File: config.mk
export PLATFORM = sky130hd
export DESIGN_NAME = panel_cmd_seq
export DESIGN_NICKNAME = d
export VERILOG_FILES = /design/src/rtl/panel_cmd_pkg.sv /design/src/rtl/press_discrim.sv /design/src/rtl/cmd_seq_fsm.sv /design/src/rtl/panel_cmd_seq.sv
export SDC_FILE = /design/constraint.sdc
export NUM_CORES = 1
export LEC_CHECK = 0
export CAP_MARGIN = 20
export CORE_MARGIN = 3
export CORE_UTILIZATION = 49
export CTS_CLUSTER_DIAMETER = 150
export DETAILED_ROUTE_END_ITERATION = 16
export GPL_ROUTABILITY_DRIVEN = 0
export GPL_TIMING_DRIVEN = 0
export PLACE_DENSITY = 0.83
export SLEW_MARGIN = 30
export SYNTH_ARGS = -nofsm -noshare
export SYNTH_HDL_FRONTEND = slang
export SYNTH_SLANG_ARGS = --single-unit
File: constraint.sdc
create_clock -name clk -period 2.8 [get_ports clk]
set_clock_uncertainty 0.2 [all_clocks]
set_input_delay 0.56 -clock clk [delete_from_list [all_inputs] [get_ports clk]]
set_output_delay 0.56 -clock clk [all_outputs]
set_load 0.02 [all_outputs]
File: src/rtl/panel_cmd_pkg.sv
package panel_cmd_pkg;
  typedef enum logic [1:0] {
    ST_IDLE  = 2'd0,
    ST_REQ   = 2'd1,
    ST_DRIVE = 2'd2,
    ST_CMPL  = 2'd3
  } seq_state_t;

  localparam int NUM_SW = 2;
  localparam int SW_RUN = 0;
  localparam int SW_HALT = 1;
endpackage

File: src/rtl/press_discrim.sv
module press_discrim #(
  parameter int SYNC_STAGES = 2,
  parameter int DEB_CYCLES  = 16
) (
  input  logic clk,
  input  logic rst,
  input  logic sw_raw,
  output logic press_pulse
);
  localparam int CW = $clog2(DEB_CYCLES + 1);

  logic [SYNC_STAGES-1:0] sync_q;
  logic                   stable_q;
  logic [CW-1:0]          cnt_q;
  logic                   sw_s;

  assign sw_s = sync_q[SYNC_STAGES-1];

  always_ff @(posedge clk) begin
    if (rst) begin
      sync_q      <= '0;
      stable_q    <= 1'b0;
      cnt_q       <= '0;
      press_pulse <= 1'b0;
    end else begin
      sync_q      <= {sync_q[SYNC_STAGES-2:0], sw_raw};
      press_pulse <= 1'b0;
      if (sw_s != stable_q) begin
        if (cnt_q == CW'(DEB_CYCLES - 1)) begin
          stable_q    <= sw_s;
          cnt_q       <= '0;
          press_pulse <= sw_s;
        end else begin
          cnt_q <= cnt_q + 1'b1;
        end
      end else begin
        cnt_q <= '0;
      end
    end
  end

  // a press yields a single-cycle pulse
  a_r3_single_pulse: assert property (@(posedge clk) disable iff (rst)
    press_pulse |=> !press_pulse);
endmodule

File: src/rtl/cmd_seq_fsm.sv
module cmd_seq_fsm
  import panel_cmd_pkg::*;
#(
  parameter int            AW        = 16,
  parameter int            DW        = 16,
  parameter logic [AW-1:0] CTRL_ADDR = 16'hFF00,
  parameter logic [DW-1:0] HALT_WORD = 16'h0001,
  parameter logic [DW-1:0] RUN_WORD  = 16'h0002
) (
  input  logic          clk,
  input  logic          rst,
  input  logic          halt_press,
  input  logic          run_press,
  input  logic          bus_gnt,
  input  logic          cpu_done,
  input  logic          cpu_quit,
  output logic          bus_req,
  output logic          bus_addr_en,
  output logic [AW-1:0] bus_addr,
  output logic [DW-1:0] bus_data,
  output logic          halt_sel,
  output logic          run_sel,
  output logic          seq_cmpl,
  output logic          addr_done,
  output logic          done_lamp
);
  seq_state_t state_q;

  always_ff @(posedge clk) begin
    if (rst) begin
      state_q     <= ST_IDLE;
      bus_req     <= 1'b0;
      bus_addr_en <= 1'b0;
      bus_addr    <= '0;
      bus_data    <= '0;
      halt_sel    <= 1'b0;
      run_sel     <= 1'b0;
      seq_cmpl    <= 1'b0;
      addr_done   <= 1'b0;
      done_lamp   <= 1'b0;
    end else begin
      case (state_q)
        ST_IDLE: begin
          if (halt_press) begin
            halt_sel <= 1'b1;
            bus_req  <= 1'b1;
            state_q  <= ST_REQ;
          end else if (run_press) begin
            run_sel <= 1'b1;
            bus_req <= 1'b1;
            state_q <= ST_REQ;
          end
        end
        ST_REQ: begin
          if (bus_gnt) begin
            bus_req     <= 1'b0;
            bus_addr_en <= 1'b1;
            bus_addr    <= CTRL_ADDR;
            bus_data    <= halt_sel ? HALT_WORD : RUN_WORD;
            state_q     <= ST_DRIVE;
          end
        end
        ST_DRIVE: begin
          if (cpu_done || cpu_quit) begin
            bus_addr_en <= 1'b0;
            bus_addr    <= '0;
            bus_data    <= '0;
            halt_sel    <= 1'b0;
            run_sel     <= 1'b0;
            seq_cmpl    <= 1'b1;
            addr_done   <= cpu_done;
            done_lamp   <= 1'b1;
            state_q     <= ST_CMPL;
          end
        end
        default: begin
          seq_cmpl  <= 1'b0;
          addr_done <= 1'b0;
          state_q   <= ST_IDLE;
        end
      endcase
    end
  end

  // never both command selects
  a_r5_sel_onehot: assert property (@(posedge clk) disable iff (rst)
    $onehot0({halt_sel, run_sel}));
  // no driving while still requesting
  a_r4_req_no_drive: assert property (@(posedge clk) disable iff (rst)
    bus_req |-> !bus_addr_en);
  // response while driving releases the lines next cycle
  a_r7_release: assert property (@(posedge clk) disable iff (rst)
    (bus_addr_en && (cpu_done || cpu_quit)) |=> (seq_cmpl && !bus_addr_en));
  // completion flag lasts one cycle
  a_r8_cmpl_one_cycle: assert property (@(posedge clk) disable iff (rst)
    seq_cmpl |=> !seq_cmpl);
  // address-done only alongside completion
  a_r9_adone_with_cmpl: assert property (@(posedge clk) disable iff (rst)
    addr_done |-> seq_cmpl);
  // lamp is sticky until reset
  a_r10_lamp_sticky: assert property (@(posedge clk) disable iff (rst)
    done_lamp |=> done_lamp);
endmodule

File: src/rtl/panel_cmd_seq.sv
module panel_cmd_seq
  import panel_cmd_pkg::*;
#(
  parameter int            AW          = 16,
  parameter int            DW          = 16,
  parameter logic [AW-1:0] CTRL_ADDR   = 16'hFF00,
  parameter logic [DW-1:0] HALT_WORD   = 16'h0001,
  parameter logic [DW-1:0] RUN_WORD    = 16'h0002,
  parameter int            SYNC_STAGES = 2,
  parameter int            DEB_CYCLES  = 16
) (
  input  logic          clk,
  input  logic          rst,
  input  logic          sw_run_raw,
  input  logic          sw_halt_raw,
  input  logic          bus_gnt,
  input  logic          cpu_done,
  input  logic          cpu_quit,
  output logic          bus_req,
  output logic          bus_addr_en,
  output logic [AW-1:0] bus_addr,
  output logic [DW-1:0] bus_data,
  output logic          halt_sel,
  output logic          run_sel,
  output logic          seq_cmpl,
  output logic          addr_done,
  output logic          done_lamp
);
  logic [NUM_SW-1:0] sw_raw;
  logic [NUM_SW-1:0] sw_pulse;

  assign sw_raw[SW_RUN]  = sw_run_raw;
  assign sw_raw[SW_HALT] = sw_halt_raw;

  for (genvar g = 0; g < NUM_SW; g++) begin : g_sw
    press_discrim #(
      .SYNC_STAGES(SYNC_STAGES),
      .DEB_CYCLES (DEB_CYCLES)
    ) u_discrim (
      .clk        (clk),
      .rst        (rst),
      .sw_raw     (sw_raw[g]),
      .press_pulse(sw_pulse[g])
    );
  end

  cmd_seq_fsm #(
    .AW(AW), .DW(DW), .CTRL_ADDR(CTRL_ADDR),
    .HALT_WORD(HALT_WORD), .RUN_WORD(RUN_WORD)
  ) u_fsm (
    .clk        (clk),
    .rst        (rst),
    .halt_press (sw_pulse[SW_HALT]),
    .run_press  (sw_pulse[SW_RUN]),
    .bus_gnt    (bus_gnt),
    .cpu_done   (cpu_done),
    .cpu_quit   (cpu_quit),
    .bus_req    (bus_req),
    .bus_addr_en(bus_addr_en),
    .bus_addr   (bus_addr),
    .bus_data   (bus_data),
    .halt_sel   (halt_sel),
    .run_sel    (run_sel),
    .seq_cmpl   (seq_cmpl),
    .addr_done  (addr_done),
    .done_lamp  (done_lamp)
  );
endmodule

==> flow_summary_export.csv <==
group,metric,value,unit
setup_path,crit_path_start,"u_fsm.bus_addr[14]",
final_layout,antenna-diode-count,0,
route,dr_total_vias,1066,
synthesis,syn_inst,154,
die,rows,19,
global_route,grt_pass1_wl,3830,µm
final_layout,syn2layout_area_growth,30.1,%
worst_hold_path,holdCritStartpoint,"g_sw[1].u_discrim.sync_q[0]",
power_and_ir_drop,p_int,0.000883,W
synthesis,syn_area,1440,µm²
route,routed_wl,2430,µm
clock_tree,clkSinkCount,29,
power_and_ir_drop,power_frac_seq,36.8,%
synthesis,yosys_warnings,0,
clock_tree,cts.clk_slew.worst_paths,0.09,ns
route,drtIter0Drc,31,
setup_path,r2r-start,"u_fsm.state_q[0]",
setup_path,cp-end-kind,"primary output",
power_and_ir_drop,switching_share,30.5,%
setup_path,cp-start-kind,"register",
power_and_ir_drop,power,0.00127,W
final_layout,multi_input_area,656,µm²
final_layout,regArea,581,µm²
die,dieArea,3620,µm²
global_route,grt_pass1_vias,964,
setup_path,crit_type,"register to primary output",
power_and_ir_drop,pwr-share-clk,27.8,%
global_route,grt-ovfl-total,0,
power_and_ir_drop,p_sw,0.000387,W
global_route,antenna_found_initial,0,
global_route,grtUsageTotal,14.3,%
clock_tree,cts_setup_buffers,0,
clock_tree,h-tree-depth,2,
clock_tree,cts-resized-gates,0,
sta,period_needed,2.34,ns
die,ioPinCount,46,
worst_hold_path,hold_class,"register to register",
sta,fmax,428,MHz
clock_tree,cts-buffers-inserted,5,
synthesis,syn_area_per_cell,9.34,µm²
route,viasPerCell,4.50,
synthesis,ys_seq_area_share,40.3,%
job,max-cap-violations,0,
global_route,grt_max_degree,11,
route,drc_errors,0,
sta,finalHoldViolations,0,
power_and_ir_drop,pwr-share-comb,35.4,%
sta,slew_violations,0,
route,wl_per_cell,10.2,µm
die,start_util,51.7,%
clock_tree,cts_tree,"done",
setup_path,crit_fanout,10,
final_layout,final_nets,220,
power_and_ir_drop,p_per_area,679,nW/µm²
clock_tree,hold_buffers,0,
final_layout,fill_cells,244,
sta,finalCritPeriodShare,83.5,%
sta,tns,0,ns
die,dieWidth,60.2,µm
power_and_ir_drop,ir_worst_vdd,0.492,mV
status,status,"finished clean",
route,dr.pass1.iters,4,
synthesis,ys_ff_latch,29,
synthesis,synthDistinctLibCells,33,
setup_path,cp.arrival,1.58,ns
final_layout,layout-drive-gt1-share,20.4,%
die,dieHeight,60.2,µm
placement,dp_hpwl,1950,µm
placement,portBuffers,23,
sta,rsz0062_at_grt,"no",
die,core_area,2780,µm²
sta,setup_viol_count_final,0,
route,ant_nets,0,
setup_path,required,2.04,ns
power_and_ir_drop,leakagePower,0.813,nW
clock_tree,cts_root_buf,"clkbuf_4",
clock_tree,worst_skew_pair.late_latency,0.31,ns
clock_tree,clk_path_buf_depth,2,
final cells by class:
class	count	share of cell area, %
Multi-Input combinational cell	103	35.0
Sequential cell	29	31.0
Buffer	33	13.0
Timing Repair Buffer	23	12.3
Clock buffer	7	2.94
Tap cell	31	2.07
Inverter	10	2.01
Clock inverter	1	1.60
cells by family after synthesis:
family	after synthesis	share of synthesized area, %
other	1	0.261
multiplexers	4	2.78
AND/OR/NAND/NOR	39	15.8
buffers and inverters	43	19.6
AO/OA/AOI/OAI	24	10.6
adder cells (fa/ha/maj)	8	6.96
XOR/XNOR	6	3.65
flip-flops	29	40.3
critical path, cell delays in order (launching register included):
cell and delay (ns):
dfxtp_1 0.51, buf_4 0.17, clkdlybuf4s50_1 0.59
cells in the mapped netlist:
master	count	area, µm²
buf_4	30	225
dfxtp_1	29	581
nor2_1	14	52.6
inv_1	10	37.5
a21oi_1	9	45.0
ha_1	8	100
o21ai_0	7	35.0
nor2b_1	6	37.5
mux2i_1	4	40.0
or3_1	4	25.0
xnor2_1	4	35.0
a211oi_1	2	15.0
and3_1	2	12.5
clkbuf_1	2	7.51
nand2_1	2	7.51
nand3_1	2	10.0
nor4bb_1	2	20.0
xor2_1	2	17.5
a211o_1	1	8.76
a21o_1	1	7.51
a221oi_2	1	15.0
buf_6	1	11.3
conb_1	1	3.75
nand2b_1	1	6.26
nand3b_1	1	7.51
nand4b_1	1	8.76
nor2b_4	1	13.8
nor3b_1	1	7.51
nor3b_2	1	12.5
o211a_1	1	10.0
o31a_1	1	8.76
o31ai_1	1	7.51
or2_2	1	6.26
power by group through the flow:
stage / Combinational (W) / Sequential (W) / Clock, W
floorplan: 0.000299 / 0.000495 / 0
global placement: 0.000441 / 0.000475 / 0
detailed placement: 0.000451 / 0.000478 / 0
CTS: 0.000452 / 0.000468 / 0.000363
global route: 0.000488 / 0.000473 / 0.000387
finish: 0.000450 / 0.000467 / 0.000353
layout by cell type, fill, tap and decap left out, drive strengths merged, types with 2 or more instances in the layout:
cell / instances
ha: 8
conb: 22
o21ai: 7
clkbuf: 9
nor4bb: 2
mux2i: 4
nor2: 14
and3: 2
clkdlybuf4s50: 23
xor2: 2
nand2: 2
buf: 31
nor3b: 2
a211oi: 2
xnor2: 4
dfxtp: 29
nor2b: 7
inv: 10
a21oi: 9
nand3: 2
or3: 4
sequential cells by signal (all words and copies together), names as in the netlist, 2 cells and up:
name,count
g_sw.u_discrim.cnt_q,10
g_sw.u_discrim.sync_q,4
g_sw.u_discrim.press_pulse,2
g_sw.u_discrim.stable_q,2
u_fsm.bus_data,2
u_fsm.state_q,2
final timing paths:
| kind | slack [ns] | cells past startpoint | endpoint |
|---|---|---|---|
| min | 0.25 | 1 | g_sw[1].u_discrim.sync_q[1] |
| max | 0.46 | 2 | bus_addr[10] |
| min reg2reg | 0.25 | 1 | g_sw[1].u_discrim.sync_q[1] |
| max reg2reg | 0.94 | 5 | u_fsm.state_q[1] |
metal layers:
layer | share of wire, % | global-route usage (%)
met5 | 0 | 0
met4 | 1.8 | 7.91
met3 | 8.9 | 4.97
met2 | 50 | 26.7
met1 | 39 | 13.3
through the flow:
step	hold slack [ns]	instance area (µm²)	util, %	setup slack (ns)	instances
final	0.246	1870	67.3	0.462	237
after CTS	0.253	1870	67.3	0.429	237
after global routing	0.278	1870	67.3	0.356	237
after global placement	0.219	1790	64.2	0.591	229
after floorplan	0.214	1520	-	1.11	175
after detailed placement	0.231	1790	64.2	0.558	229
Power figures use the tool's default switching activity.
